<file path="src/rtl/can_irq_pkg.sv">
package can_irq_pkg;

    typedef enum logic [1:0] {
        RNG_OK   = 2'b00,
        RNG_WARN = 2'b01,
        RNG_ERR  = 2'b10,
        RNG_OFF  = 2'b11
    } bus_range_t;

    localparam logic [31:0] WARN_LIMIT = 32'd96;
    localparam logic [31:0] ERR_LIMIT  = 32'd128;
    localparam logic [31:0] OFF_LIMIT  = 32'd256;

    localparam int NUM_FLAGS  = 4;
    localparam int BIT_RX     = 0;
    localparam int BIT_OVR    = 1;
    localparam int BIT_CSC    = 2;
    localparam int BIT_WAKE   = 3;
    localparam int EN_TX_LSB  = 4;

    typedef enum logic [1:0] {
        RX_EMPTY = 2'b00,
        RX_HELD  = 2'b01,
        RX_SHIFT = 2'b10
    } rx_state_t;

endpackage

</file>
<file path="src/rtl/can_err_range.sv">
module can_err_range
    import can_irq_pkg::*;
#(
    parameter int CW         = 9,
    parameter bit HAS_BUSOFF = 1'b1
) (
    input  logic [CW-1:0] cnt,
    output bus_range_t    range
);
    logic [31:0] wide;
    logic        off_hit;

    assign wide = 32'(cnt);

    generate
        if (HAS_BUSOFF) begin : g_busoff
            assign off_hit = (wide >= OFF_LIMIT);
        end else begin : g_no_busoff
            assign off_hit = 1'b0;
        end
    endgenerate

    always_comb begin
        if (off_hit)
            range = RNG_OFF;
        else if (wide >= ERR_LIMIT)
            range = RNG_ERR;
        else if (wide >= WARN_LIMIT)
            range = RNG_WARN;
        else
            range = RNG_OK;
    end
endmodule

</file>
<file path="src/rtl/can_rx_arm.sv">
module can_rx_arm
    import can_irq_pkg::*;
#(
    parameter int LVLW = 3
) (
    input  logic            clk,
    input  logic            rst_n,
    input  logic            frame_in,
    input  logic            release_req,
    input  logic [LVLW-1:0] level,
    output logic            rx_flag
);
    localparam logic [LVLW-1:0] TWO = LVLW'(2);

    rx_state_t state_q, state_d;

    always_comb begin
        state_d = state_q;
        unique case (state_q)
            RX_EMPTY: if (frame_in) state_d = RX_HELD;
            RX_HELD:  if (release_req && !frame_in)
                          state_d = (level >= TWO) ? RX_SHIFT : RX_EMPTY;
            RX_SHIFT: state_d = RX_HELD;
            default:  state_d = RX_EMPTY;
        endcase
    end

    always_ff @(posedge clk or negedge rst_n) begin
        if (!rst_n) state_q <= RX_EMPTY;
        else        state_q <= state_d;
    end

    always_comb begin
        rx_flag = (state_q == RX_HELD);
    end

    AST_RX_REARM: assert property (@(posedge clk) disable iff (!rst_n)
        (rx_flag && release_req && !frame_in && level >= TWO) |-> ##2 rx_flag);
    AST_RX_DRAIN: assert property (@(posedge clk) disable iff (!rst_n)
        (rx_flag && release_req && !frame_in && level < TWO) |=> !rx_flag);
    AST_RX_SET_WINS: assert property (@(posedge clk) disable iff (!rst_n)
        (rx_flag && release_req && frame_in) |=> rx_flag);
    AST_RX_FIRST: assert property (@(posedge clk) disable iff (!rst_n)
        (state_q == RX_EMPTY && frame_in) |=> rx_flag);
endmodule

</file>
<file path="src/rtl/can_irq_unit.sv">
module can_irq_unit
    import can_irq_pkg::*;
#(
    parameter int TX_BUFS  = 3,
    parameter int TX_CW    = 9,
    parameter int RX_CW    = 8,
    parameter int RX_DEPTH = 4,
    localparam int LVLW    = $clog2(RX_DEPTH + 1),
    localparam int DW      = EN_TX_LSB + TX_BUFS
) (
    input  logic               clk,
    input  logic               rst_n,
    input  logic [TX_BUFS-1:0] tx_empty,
    input  logic               rx_frame,
    input  logic [LVLW-1:0]    rx_level,
    input  logic               rx_overrun,
    input  logic [TX_CW-1:0]   tx_err_cnt,
    input  logic [RX_CW-1:0]   rx_err_cnt,
    input  logic               sleep_mode,
    input  logic               bus_activity,
    input  logic               wr_en,
    input  logic               wr_sel,
    input  logic [DW-1:0]      wr_data,
    output logic [NUM_FLAGS-1:0] flags,
    output logic [TX_BUFS-1:0] txe,
    output logic [1:0]         tx_state,
    output logic [1:0]         rx_state,
    output logic               irq_wake,
    output logic               irq_err,
    output logic               irq_rx,
    output logic               irq_tx
);
    logic [NUM_FLAGS-1:0] clr_vec;
    logic [NUM_FLAGS-1:0] ie_q;
    logic [TX_BUFS-1:0]   txie_q;
    logic                 rx_flag;
    logic [3:1]           sticky_q;
    logic [3:1]           set_vec;
    bus_range_t           tx_rng_now, rx_rng_now;
    bus_range_t           tx_rng_q, rx_rng_q;
    logic                 csc_evt;
    logic                 irq_wake_q, irq_err_q, irq_rx_q, irq_tx_q;

    assign clr_vec = wr_data[NUM_FLAGS-1:0] & {NUM_FLAGS{wr_en && !wr_sel}};

    always_ff @(posedge clk or negedge rst_n) begin
        if (!rst_n) begin
            ie_q   <= '0;
            txie_q <= '0;
        end else if (wr_en && wr_sel) begin
            ie_q   <= wr_data[NUM_FLAGS-1:0];
            txie_q <= wr_data[EN_TX_LSB +: TX_BUFS];
        end
    end

    can_err_range #(.CW(TX_CW), .HAS_BUSOFF(1'b1)) u_tx_rng (
        .cnt   (tx_err_cnt),
        .range (tx_rng_now)
    );

    can_err_range #(.CW(RX_CW), .HAS_BUSOFF(1'b0)) u_rx_rng (
        .cnt   (rx_err_cnt),
        .range (rx_rng_now)
    );

    always_ff @(posedge clk or negedge rst_n) begin
        if (!rst_n) begin
            tx_rng_q <= RNG_OK;
            rx_rng_q <= RNG_OK;
        end else begin
            tx_rng_q <= tx_rng_now;
            rx_rng_q <= rx_rng_now;
        end
    end

    assign csc_evt = (tx_rng_now != tx_rng_q) || (rx_rng_now != rx_rng_q);

    can_rx_arm #(.LVLW(LVLW)) u_rx_arm (
        .clk         (clk),
        .rst_n       (rst_n),
        .frame_in    (rx_frame),
        .release_req (clr_vec[BIT_RX]),
        .level       (rx_level),
        .rx_flag     (rx_flag)
    );

    assign set_vec = {sleep_mode && bus_activity, csc_evt, rx_overrun};

    always_ff @(posedge clk or negedge rst_n) begin
        if (!rst_n) sticky_q <= '0;
        else        sticky_q <= set_vec | (sticky_q & ~clr_vec[3:1]);
    end

    always_ff @(posedge clk or negedge rst_n) begin
        if (!rst_n) begin
            irq_wake_q <= 1'b0;
            irq_err_q  <= 1'b0;
            irq_rx_q   <= 1'b0;
            irq_tx_q   <= 1'b0;
        end else begin
            irq_rx_q   <= rx_flag & ie_q[BIT_RX];
            irq_err_q  <= (sticky_q[BIT_OVR] & ie_q[BIT_OVR]) |
                          (sticky_q[BIT_CSC] & ie_q[BIT_CSC]);
            irq_wake_q <= sticky_q[BIT_WAKE] & ie_q[BIT_WAKE];
            irq_tx_q   <= |(tx_empty & txie_q);
        end
    end

    assign flags    = {sticky_q, rx_flag};
    assign txe      = tx_empty;
    assign tx_state = tx_rng_q;
    assign rx_state = rx_rng_q;
    assign irq_wake = irq_wake_q;
    assign irq_err  = irq_err_q;
    assign irq_rx   = irq_rx_q;
    assign irq_tx   = irq_tx_q;

    AST_WAKE_ONLY_SLEEP: assert property (@(posedge clk) disable iff (!rst_n)
        $rose(flags[BIT_WAKE]) |-> $past(sleep_mode && bus_activity));
    AST_CSC_ON_CHANGE: assert property (@(posedge clk) disable iff (!rst_n)
        (!$stable(tx_state) || !$stable(rx_state)) |-> flags[BIT_CSC]);
    AST_RX_NO_BUSOFF: assert property (@(posedge clk) disable iff (!rst_n)
        rx_state != 2'b11);
    AST_OVR_CLEARED: assert property (@(posedge clk) disable iff (!rst_n)
        (wr_en && !wr_sel && wr_data[BIT_OVR] && !rx_overrun) |=> !flags[BIT_OVR]);
    AST_ERR_HAS_SOURCE: assert property (@(posedge clk) disable iff (!rst_n)
        irq_err |-> $past(flags[BIT_OVR] || flags[BIT_CSC]));
    AST_TX_NEEDS_EMPTY: assert property (@(posedge clk) disable iff (!rst_n)
        irq_tx |-> $past(|tx_empty));
endmodule

</file>
<file path="config.mk">
export PLATFORM = sky130hd
export DESIGN_NAME = can_irq_unit
export DESIGN_NICKNAME = d
export VERILOG_FILES = /design/src/rtl/can_irq_pkg.sv /design/src/rtl/can_err_range.sv /design/src/rtl/can_rx_arm.sv /design/src/rtl/can_irq_unit.sv
export SDC_FILE = /design/constraint.sdc
export NUM_CORES = 1
export LEC_CHECK = 0
export BUFFER_PORTS_ARGS = -buffer_cell sky130_fd_sc_hd__buf_2
export CAP_MARGIN = 20
export CORE_MARGIN = 1
export CORE_UTILIZATION = 46
export CTS_BUF_LIST = sky130_fd_sc_hd__clkbuf_4
export DETAILED_ROUTE_END_ITERATION = 6
export GPL_TIMING_DRIVEN = 0
export PLACE_DENSITY = 0.86
export SLEW_MARGIN = 40
export SYNTH_ARGS = -nofsm -noshare
export SYNTH_HDL_FRONTEND = slang
export SYNTH_SLANG_ARGS = --single-unit
</file>
<file path="constraint.sdc">
create_clock -name clk -period 1.5 [get_ports clk]
set_input_delay 0.3 -clock clk [delete_from_list [all_inputs] [get_ports clk]]
set_output_delay 0.3 -clock clk [all_outputs]
set_load 0.1 [all_outputs]
</file>
==> After elaboration in Yosys (flattened, before gate mapping) <==
Cells that the tools add are included.
{ "op_classes": {"magnitude_cmp": 6, "eq_ne": 6, "mux": 9, "bitwise_logic": 10, "n_reduce_logical": 10} }
{ "ops": {"columns": ["cell", "count"], "rows": [
  ["$mux 2", 6],
  ["$ge 9x7->1 const B", 1],
  ["$ge 9x8->1 const B", 1],
  ["$ge 9x9->1 const B", 1],
  ["$ge 8x7->1 const B", 1],
  ["$ge 8x8->1 const B", 1],
  ["$and 3x3->3", 2],
  ["$pmux 2 s3", 1],
  ["$and 1x1->1", 4],
  ["$and 4x4->4", 1],
  ["$logic_and 1x1->1", 4],
  ["$ne 2x2->1", 2],
  ["$ge 3x2->1 const B", 1],
  ["$not 3->3", 1],
  ["$or 3x3->3", 1],
  ["$reduce_or 3->1", 1],
  ["$eq 2x1->1 const B", 1],
  ["$eq 2x2->1 const B", 1],
  ["$logic_not 1->1", 2],
  ["$logic_not 2->1", 1],
  ["$mux 1", 2],
  ["$ne 2x1->1 const B", 1],
  ["$ne 2x2->1 const B", 1],
  ["$reduce_and 2->1", 1],
  ["other kinds (2)", 2]
]} }
{ "word_totals": {"ff_bits": 20, "in_bits": 38, "output_inout_bits": 15, "elab_cells": 51} }

==> Longest topological paths before layout <==
Gate-level depths: netlist of the first run.
{ "logic_depth": {"ltp_word": 7, "ltp_mapped": 3, "depth_no_buf": 3} }

==> Modules after synthesis <==
From an unflattened synthesis of the first run, not the netlist that was laid out.
{ "hier_totals": {"cells_unflattened": 61, "hier_area_um2": 819.5} }
{ "by_module_without_submodules": {"columns": ["mod", "n_inst", "cells_per_inst", "area_per_inst_um2", "seq_area_each_um2"], "rows": [
  ["can_irq_unit", 1, 48, 690.7, 450.4],
  ["can_rx_arm", 1, 8, 97.6, 50.0],
  ["can_err_range (u_tx_rng)", 1, 3, 18.8, 0.0],
  ["can_err_range (u_rx_rng)", 1, 2, 12.5, 0.0]
]} }

==> Worst setup path after synthesis of the first run <==
No wires, ideal clock.
{ "synth_timing": {"kind": "register to register", "start": "register tx_rng_q[0] (netlist: tx_state[0])", "end": "register sticky_q[2] (netlist name)", "setup_ns": 0.135, "t_arrival_ns": 1.450, "required_ns": 1.365, "slack_ns": -0.085, "stages_incl_launch_ff": 4, "synth_period_minus_slack_ns": 1.585, "path_cell_list": "dfrtp_1 > nand3_1 > a211oi_1 > o211ai_1"} }
{ "synth_between": {"elab_chain_len": 3} }
{ "synth_lines": {"columns": ["element", "line_no", "rtl"], "rows": [
  ["from (decl)", "can_irq_unit.sv:40", "bus_range_t tx_rng_q, rx_rng_q;"],
  ["from (signal assigned)", "can_irq_unit.sv:71", "tx_rng_q <= tx_rng_now;"],
  ["$ne 2x2->1", "can_irq_unit.sv:76", "assign csc_evt = (tx_rng_now != tx_rng_q) || (rx_rng_now != rx_rng_q);"],
  ["$logic_or 1x1->1", "can_irq_unit.sv:76", null],
  ["$or 3x3->3", "can_irq_unit.sv:91", "else sticky_q <= set_vec | (sticky_q & ~clr_vec[3:1]);"],
  ["to (signal assigned)", "can_irq_unit.sv:91", null],
  ["to (decl)", "can_irq_unit.sv:37", "logic [3:1] sticky_q;"]
]} }
No other way between the ends.
A chain may end at the register's enable or synchronous reset.

==> Worst setup path after layout of the first run <==
{ "layout_timing": {"start": "register u_rx_arm.state_q[0]", "end": "output port flags[0]"} }
{ "layout_between": {"elab_chain_len": 1} }
{ "layout_lines": {"columns": ["element", "line_no", "rtl"], "rows": [
  ["from (decl)", "can_rx_arm.sv:15", "rx_state_t state_q, state_d;"],
  ["from (signal assigned)", "can_rx_arm.sv:30", "else state_q <= state_d;"],
  ["$eq 2x1->1", "can_rx_arm.sv:34", "rx_flag = (state_q == RX_HELD);"],
  ["to (decl)", "can_irq_unit.sv:24", "output logic [NUM_FLAGS-1:0] flags,"]
]} }
No other way between the ends.

==> results.ini, run 1 <==
[run_status]
status = finished, final reports clean

[finish]
seqCellArea_um2 = 502
drive_gt1_frac = 0.532
syn_to_final_growth_pct = 38.3
diodes = 0
nFillCells = 122
final_cell_area_um2 = 1140
nets = 150
multi_input_area_um2 = 288

[pwr]
p_clk_frac = 0.285
irDropWorstVdd_mv = 0.751
p_leak_nw = 0.557
p_int_uw = 986
netSwitchingFraction = 0.347
p_comb_frac = 0.302
p_per_area_nw_per_um2 = 1320
switchingPower_uw = 525
seq_power_share = 0.413

[timing]
fin_crit_sh = 0.973
final.setup.tns_ps = 0
finalHoldViolCount = 0
rsz0062_at_grt = yes
setup_viol_count_final = 0
max_freq_ghz = 0.686
fin_crit_ps = 1460
relSlewSlack = 0.676
finalMaxSlewViolations = 0
skew_ps = 9.67
tightest_slew_ps = 489

[synth]
synth_top_area_frac = 0.605
syn_inst = 65
synth-edff-count = 0
synthMostInstantiatedCell = dfrtp_1
syn_nets = 103
synth-seq-area-share = 0.605
synth_warnings = 0
async_flop_share = 1.00
netlist_area_um2 = 827
synth_area_leader_cell = dfrtp_1
ys_types = 24
synthTopCellsByArea = dfrtp_1 (61%), mux2_2 (9.5%), buf_4 (3.6%), nand3b_1 (2.7%), a22o_1 (2.1%)
ys.flop_type = dfrtp_1
ys_ff_latch = 20
yosys-top-cells-count = dfrtp_1 (20), mux2_2 (7), buf_4 (4), nand2_1 (4), nand3b_1 (3)
avgSynthCellArea_um2 = 12.7

[critical_path]
crit_chain = nor2b_2, buf_4, buf_12
arrival_ps = 1160
crit_family = flip-flops
rrSetupSlack_ps = 380
critical-path-max-stage-delay_ps = 410
cp_max_fo = 3
worst_setup_path_start_kind = register
crit_type = register to output port
slowest_stage = dfrtp_1
crit_path_end_kind = output port
required_ps = 1200
crit_buf_inv = 2

[clocking]
ctsRootBufferMaster = clkbuf_4
cts.sinks = 20
numCtsBuffers = 3
h-tree-depth = 1
clk_pin_slew_ps = 120
clock_latency_ps = 290
cts_tree = built
clk_path_buf_depth = 2
cts_setup_buffers = 0

[detailed_routing]
firstDrtPassIters = 4
drt_iter0_drc = 9
vias_per_cell = 4.68
final_antenna_net_count = 0
post-route-drc-count = 0
wirelength_um = 1480
vias = 632
avgRoutedWirePerCell_um = 11.0

[die]
die_w_um = 44.4
pin_count = 53
dieArea_um2 = 1970
coreArea_um2 = 1590
rows = 14
start_util = 0.519
die_h_um = 44.4

[global_routing]
grtUsageTotal = 0.173
grt_pass1_vias = 611
antenna_found_initial = 0
grt_overflow = 0
grt_pass1_wl_um = 2480
grt_max_degree = 21

[placement]
post_dp_cell_area_um2 = 1060
port_buffers = 41
hpwl_um = 1200
globalplace.congestion = 0.669

[job]
cap_violations = 0

[worst_hold_path]
min_path_type = input pin to register

==> power by group through the flow <==
| stage | logic [mW] | registers [mW] | clock network [mW] |
|---|---|---|---|
| floorplan | 0.135 | 0.843 | 0 |
| global placement | 0.439 | 0.633 | 0 |
| detailed placement | 0.446 | 0.636 | 0 |
| CTS | 0.456 | 0.625 | 0.439 |
| global route | 0.479 | 0.632 | 0.457 |
| finish | 0.457 | 0.624 | 0.430 |
==> placed cells by master, fill, tap and decap left out, types with 2 or more instances in the layout <==
cell	netlist	routed
buf_2	0	40
clkbuf_4	0	3
buf_4	4	4
mux2_2	7	7
nand2_1	4	4
a22o_1	2	2
a21o_1	2	2
dfrtp_1	20	19
inv_1	2	2
a21oi_1	2	2
a211oi_1	2	2
xor2_1	2	2
and2_1	2	2
nand3b_1	3	3
==> final cells by class <==
type                    count  area share
repair buffers             42       0.201
clock buffers               3      0.0197
flip-flops and latches     20       0.439
clock inverters             1      0.0263
plain buffers               5      0.0295
well taps                  24      0.0263
inverters                   2     0.00656
multi-input cells          38       0.252
==> cell families (layout without fill, tap and decap cells) <==
group | count (synthesis) | in the layout | share of synthesized area
flops | 20 | 20 | 0.605
compound gates | 13 | 13 | 0.115
simple gates | 16 | 16 | 0.113
buf+inv | 7 | 53 | 0.0499
mux | 7 | 7 | 0.0953
xor+xnor | 2 | 2 | 0.0212
==> metrics by stage <==
stage | instances | total power, mW | setup slack [ps] | utilization | hold WS (ps)
2_1_floorplan | 65 | 0.978 | 88.8 | - | 4.41
3_3_place_gp | 130 | 1.07 | 122 | 0.667 | 259
3_5_place_dp | 130 | 1.08 | 122 | 0.667 | 264
4_1_cts | 135 | 1.52 | 21.3 | 0.714 | 166
5_1_grt | 135 | 1.57 | -23.8 | 0.717 | 159
6_report | 135 | 1.51 | 41.2 | 0.717 | 172
==> path summary, 6_finish.rpt <==
check                                         start                  end  depth (start not counted)
worst max-delay path            u_rx_arm.state_q[0]             flags[0]                          3
worst min-delay path                     rx_overrun          sticky_q[1]                          2
worst max register to register          tx_state[0]          sticky_q[2]                          3
worst min register to register  u_rx_arm.state_q[0]  u_rx_arm.state_q[0]                          1
max in group asynchronous                     rst_n          tx_state[0]                          2
min in group asynchronous                     rst_n               irq_rx                          2
==> layer usage <==
layer | up-vias | global-route usage | routed length [µm]
li1 | 318 | - | -
met2 | 27 | 0.329 | 785
met3 | 0 | 0.0367 | 104
met4 | 0 | 0.0545 | 0
met5 | - | 0 | 0
met1 | 287 | 0.189 | 590
==> state kept, by name, indices dropped and copies added (netlist names) <==
signal and count:
u_rx_arm.state_q 2, tx_state 2, irq_tx 1, txie_q 3, ie_q 4, rx_state 2, irq_rx 1, irq_err 1
sticky_q 3, irq_wake 1
==> repair_timing <==
item / in CTS / in global routing
pin swaps: 0 / 0
gates resized for setup: 4 / 1
hold endpoints to repair: 20 / 0
hold buffers: 1 / 0
endpoints found under the setup margin: 1 / 1
No activity file was read; power rests on OpenSTA's default activity.
==> run 2: changes to the inputs <==
--- a/config.mk
+++ b/config.mk
@@ -11,6 +11,7 @@
 export CORE_UTILIZATION = 46
 export CTS_BUF_LIST = sky130_fd_sc_hd__clkbuf_4
 export DETAILED_ROUTE_END_ITERATION = 6
+export GPL_ROUTABILITY_DRIVEN = 1
 export GPL_TIMING_DRIVEN = 0
 export PLACE_DENSITY = 0.86
 export SLEW_MARGIN = 40
==> constraint.sdc (replaced) <==
create_clock -name clk -period 1.68 [get_ports clk]
set_input_delay 0.336 -clock clk [delete_from_list [all_inputs] [get_ports clk]]
set_output_delay 0.336 -clock clk [all_outputs]
set_load 0.1 [all_outputs]
==> run 2 against run 1 <==
Against the previous run:
- global-route usage up 1.3 points
- combinational power down 12%
- power down 11%
==> results.ini, run 2 (synthesis gave the netlist of run 1 again) <==
[timing]
rsz0062_at_grt = no
relSlewSlack = 0.675  ; -0.000881
skew_ps = 5.25  ; -4.42 ps
fin_crit_sh = 0.932
hold_slack_ps = 199  ; +27.5 ps
finalHoldViolCount = 0  ; unchanged
final.setup.tns_ps = 0  ; unchanged
tightest_slew_ps = 490  ; +1.33 ps
finalMaxSlewViolations = 0  ; unchanged
setup_viol_count_final = 0  ; unchanged
layout_setup_ws_ps = 114  ; +72.6 ps
max_freq_ghz = 0.638
fin_crit_ps = 1570

[pwr]
irDropWorstVdd_mv = 0.676  ; -10%
p_total_mw = 1.35  ; -11%
p_per_area_nw_per_um2 = 1190  ; -9.7%
p_leak_nw = 0.551  ; -0.95%

[critical_path]
crit_type = register to output port
critical-path-max-stage-delay_ps = 410  ; about the same
crit_buf_inv = 2  ; unchanged
slowest_stage = dfrtp_1
crit_path_end_kind = output port
worst_setup_path_start_kind = register
cp_max_fo = 3  ; unchanged
arrival_ps = 1230  ; +70 ps
crit_family = flip-flops
required_ps = 1340  ; +140 ps
crit_chain = nor2b_1, buf_4, buf_6

[worst_hold_path]
min_path_type = input pin to register

[detailed_routing]
wirelength_um = 1570  ; +6.0%
vias = 660  ; +4.4%
vias_per_cell = 4.89  ; +4.4%
final_antenna_net_count = 0  ; unchanged
drt_iter0_drc = 14  ; +5
post-route-drc-count = 0  ; unchanged
firstDrtPassIters = 4  ; unchanged
avgRoutedWirePerCell_um = 11.6  ; +6.0%

[placement]
port_buffers = 41  ; unchanged
place_ws_ps = 256  ; +134 ps
globalplace.congestion = 0.649  ; -3.1%
placed_cells = 130  ; unchanged
post_dp_cell_area_um2 = 1060  ; -0.12%
hpwl_um = 1230  ; +2.3%

[finish]
diodes = 0  ; unchanged
largest_reg_flops = 4  ; unchanged
finalCoreUtilization = 0.710  ; -0.00785
final_cell_area_um2 = 1130  ; -1.1%
reg.largest.list = ie_q: 4 flops, sticky_q: 3 flops, txie_q: 3 flops
nFillCells = 128  ; +4.9%
drive_gt1_frac = 0.514  ; -0.0180
most-common-layout-cells = buf_2 (40), dfrtp_1 (20), mux2_2 (7)
fin_cells = 135  ; unchanged
regMostFlops = ie_q
nets = 150  ; unchanged
layout_commonest_cell = buf_2
syn_to_final_growth_pct = 36.8

[clocking]
cts_tree = built
cts.sinks = 20  ; unchanged
numCtsBuffers = 3  ; unchanged
clk_path_buf_depth = 2  ; unchanged
clock_latency_ps = 300  ; about the same
ctsRootBufferMaster = clkbuf_4
clk_pin_slew_ps = 110  ; about the same
h-tree-depth = 1  ; unchanged

[die]
coreArea_um2 = 1590  ; unchanged
start_util = 0.519  ; unchanged
dieArea_um2 = 1970  ; unchanged
rows = 14  ; unchanged
pin_count = 53  ; unchanged
die_h_um = 44.4  ; unchanged
die_w_um = 44.4  ; unchanged

[global_routing]
grt_overflow = 0  ; unchanged
antenna_found_initial = 0  ; unchanged
grt_max_degree = 21  ; unchanged
grt_pass1_vias = 651  ; +6.5%
grtUsageTotal = 0.186  ; +0.0130
grt_pass1_wl_um = 2650  ; +6.6%

[run_status]
status = finished, final reports clean

[job]
cap_violations = 0  ; unchanged

run 2: cell counts in the layout (fill, tap and decap cells not counted):
No cell type changed its count.
run 2: what timing repair did:
action | in CTS | in global routing
hold endpoints to repair | 20 | 0
setup buffers | 0 | 0
resized for setup | 1 | 1
hold buffers | 1 | 0
endpoints found under the setup margin | 1 | 1
run 2: final cells by class:
cell class              count  area, µm²  share of cell area
plain buffers               5       33.8              0.0299
clock buffers               3       22.5              0.0199
clock inverters             1       30.0              0.0265
inverters                   2       7.51             0.00664
multi-input cells          38        285               0.252
flip-flops and latches     20        500               0.442
well taps                  24       30.0              0.0265
repair buffers             42        221               0.196
run 2: worst reg2reg max path, cell delays in order, from the launching register on:
cell and delay (ps):
dfrtp_1 430, or3b_1 360, a21boi_1 130, o211ai_1 90
run 2: final timing paths:
check | slack, ps | cells past startpoint | to | startpoint
setup / recovery | 110 | 3 | flags[0] | u_rx_arm.state_q[1]
hold / removal | 200 | 2 | u_rx_arm.state_q[1] | rx_frame
setup reg to reg | 540 | 3 | sticky_q[2] | tx_state[0]
hold reg to reg | 470 | 1 | u_rx_arm.state_q[0] | u_rx_arm.state_q[0]
max in group asynchronous | 880 | 2 | u_rx_arm.state_q[0] | rst_n
min in group asynchronous | 500 | 2 | rx_state[0] | rst_n
run 2: power by group:
part | switching [mW] | internal (mW)
logic | 0.301 | 0.101
clock network | 0.149 | 0.241
registers | 0.0248 | 0.533
run 2: metal layers:
metal / GRT usage / wire length, µm / vias to the layer above
met4: 0.0545 / 0 / 0
met3: 0.0408 / 111 / 0
li1: - / - / 315
met2: 0.347 / 848 / 36
met5: 0 / 0 / -
met1: 0.211 / 609 / 309
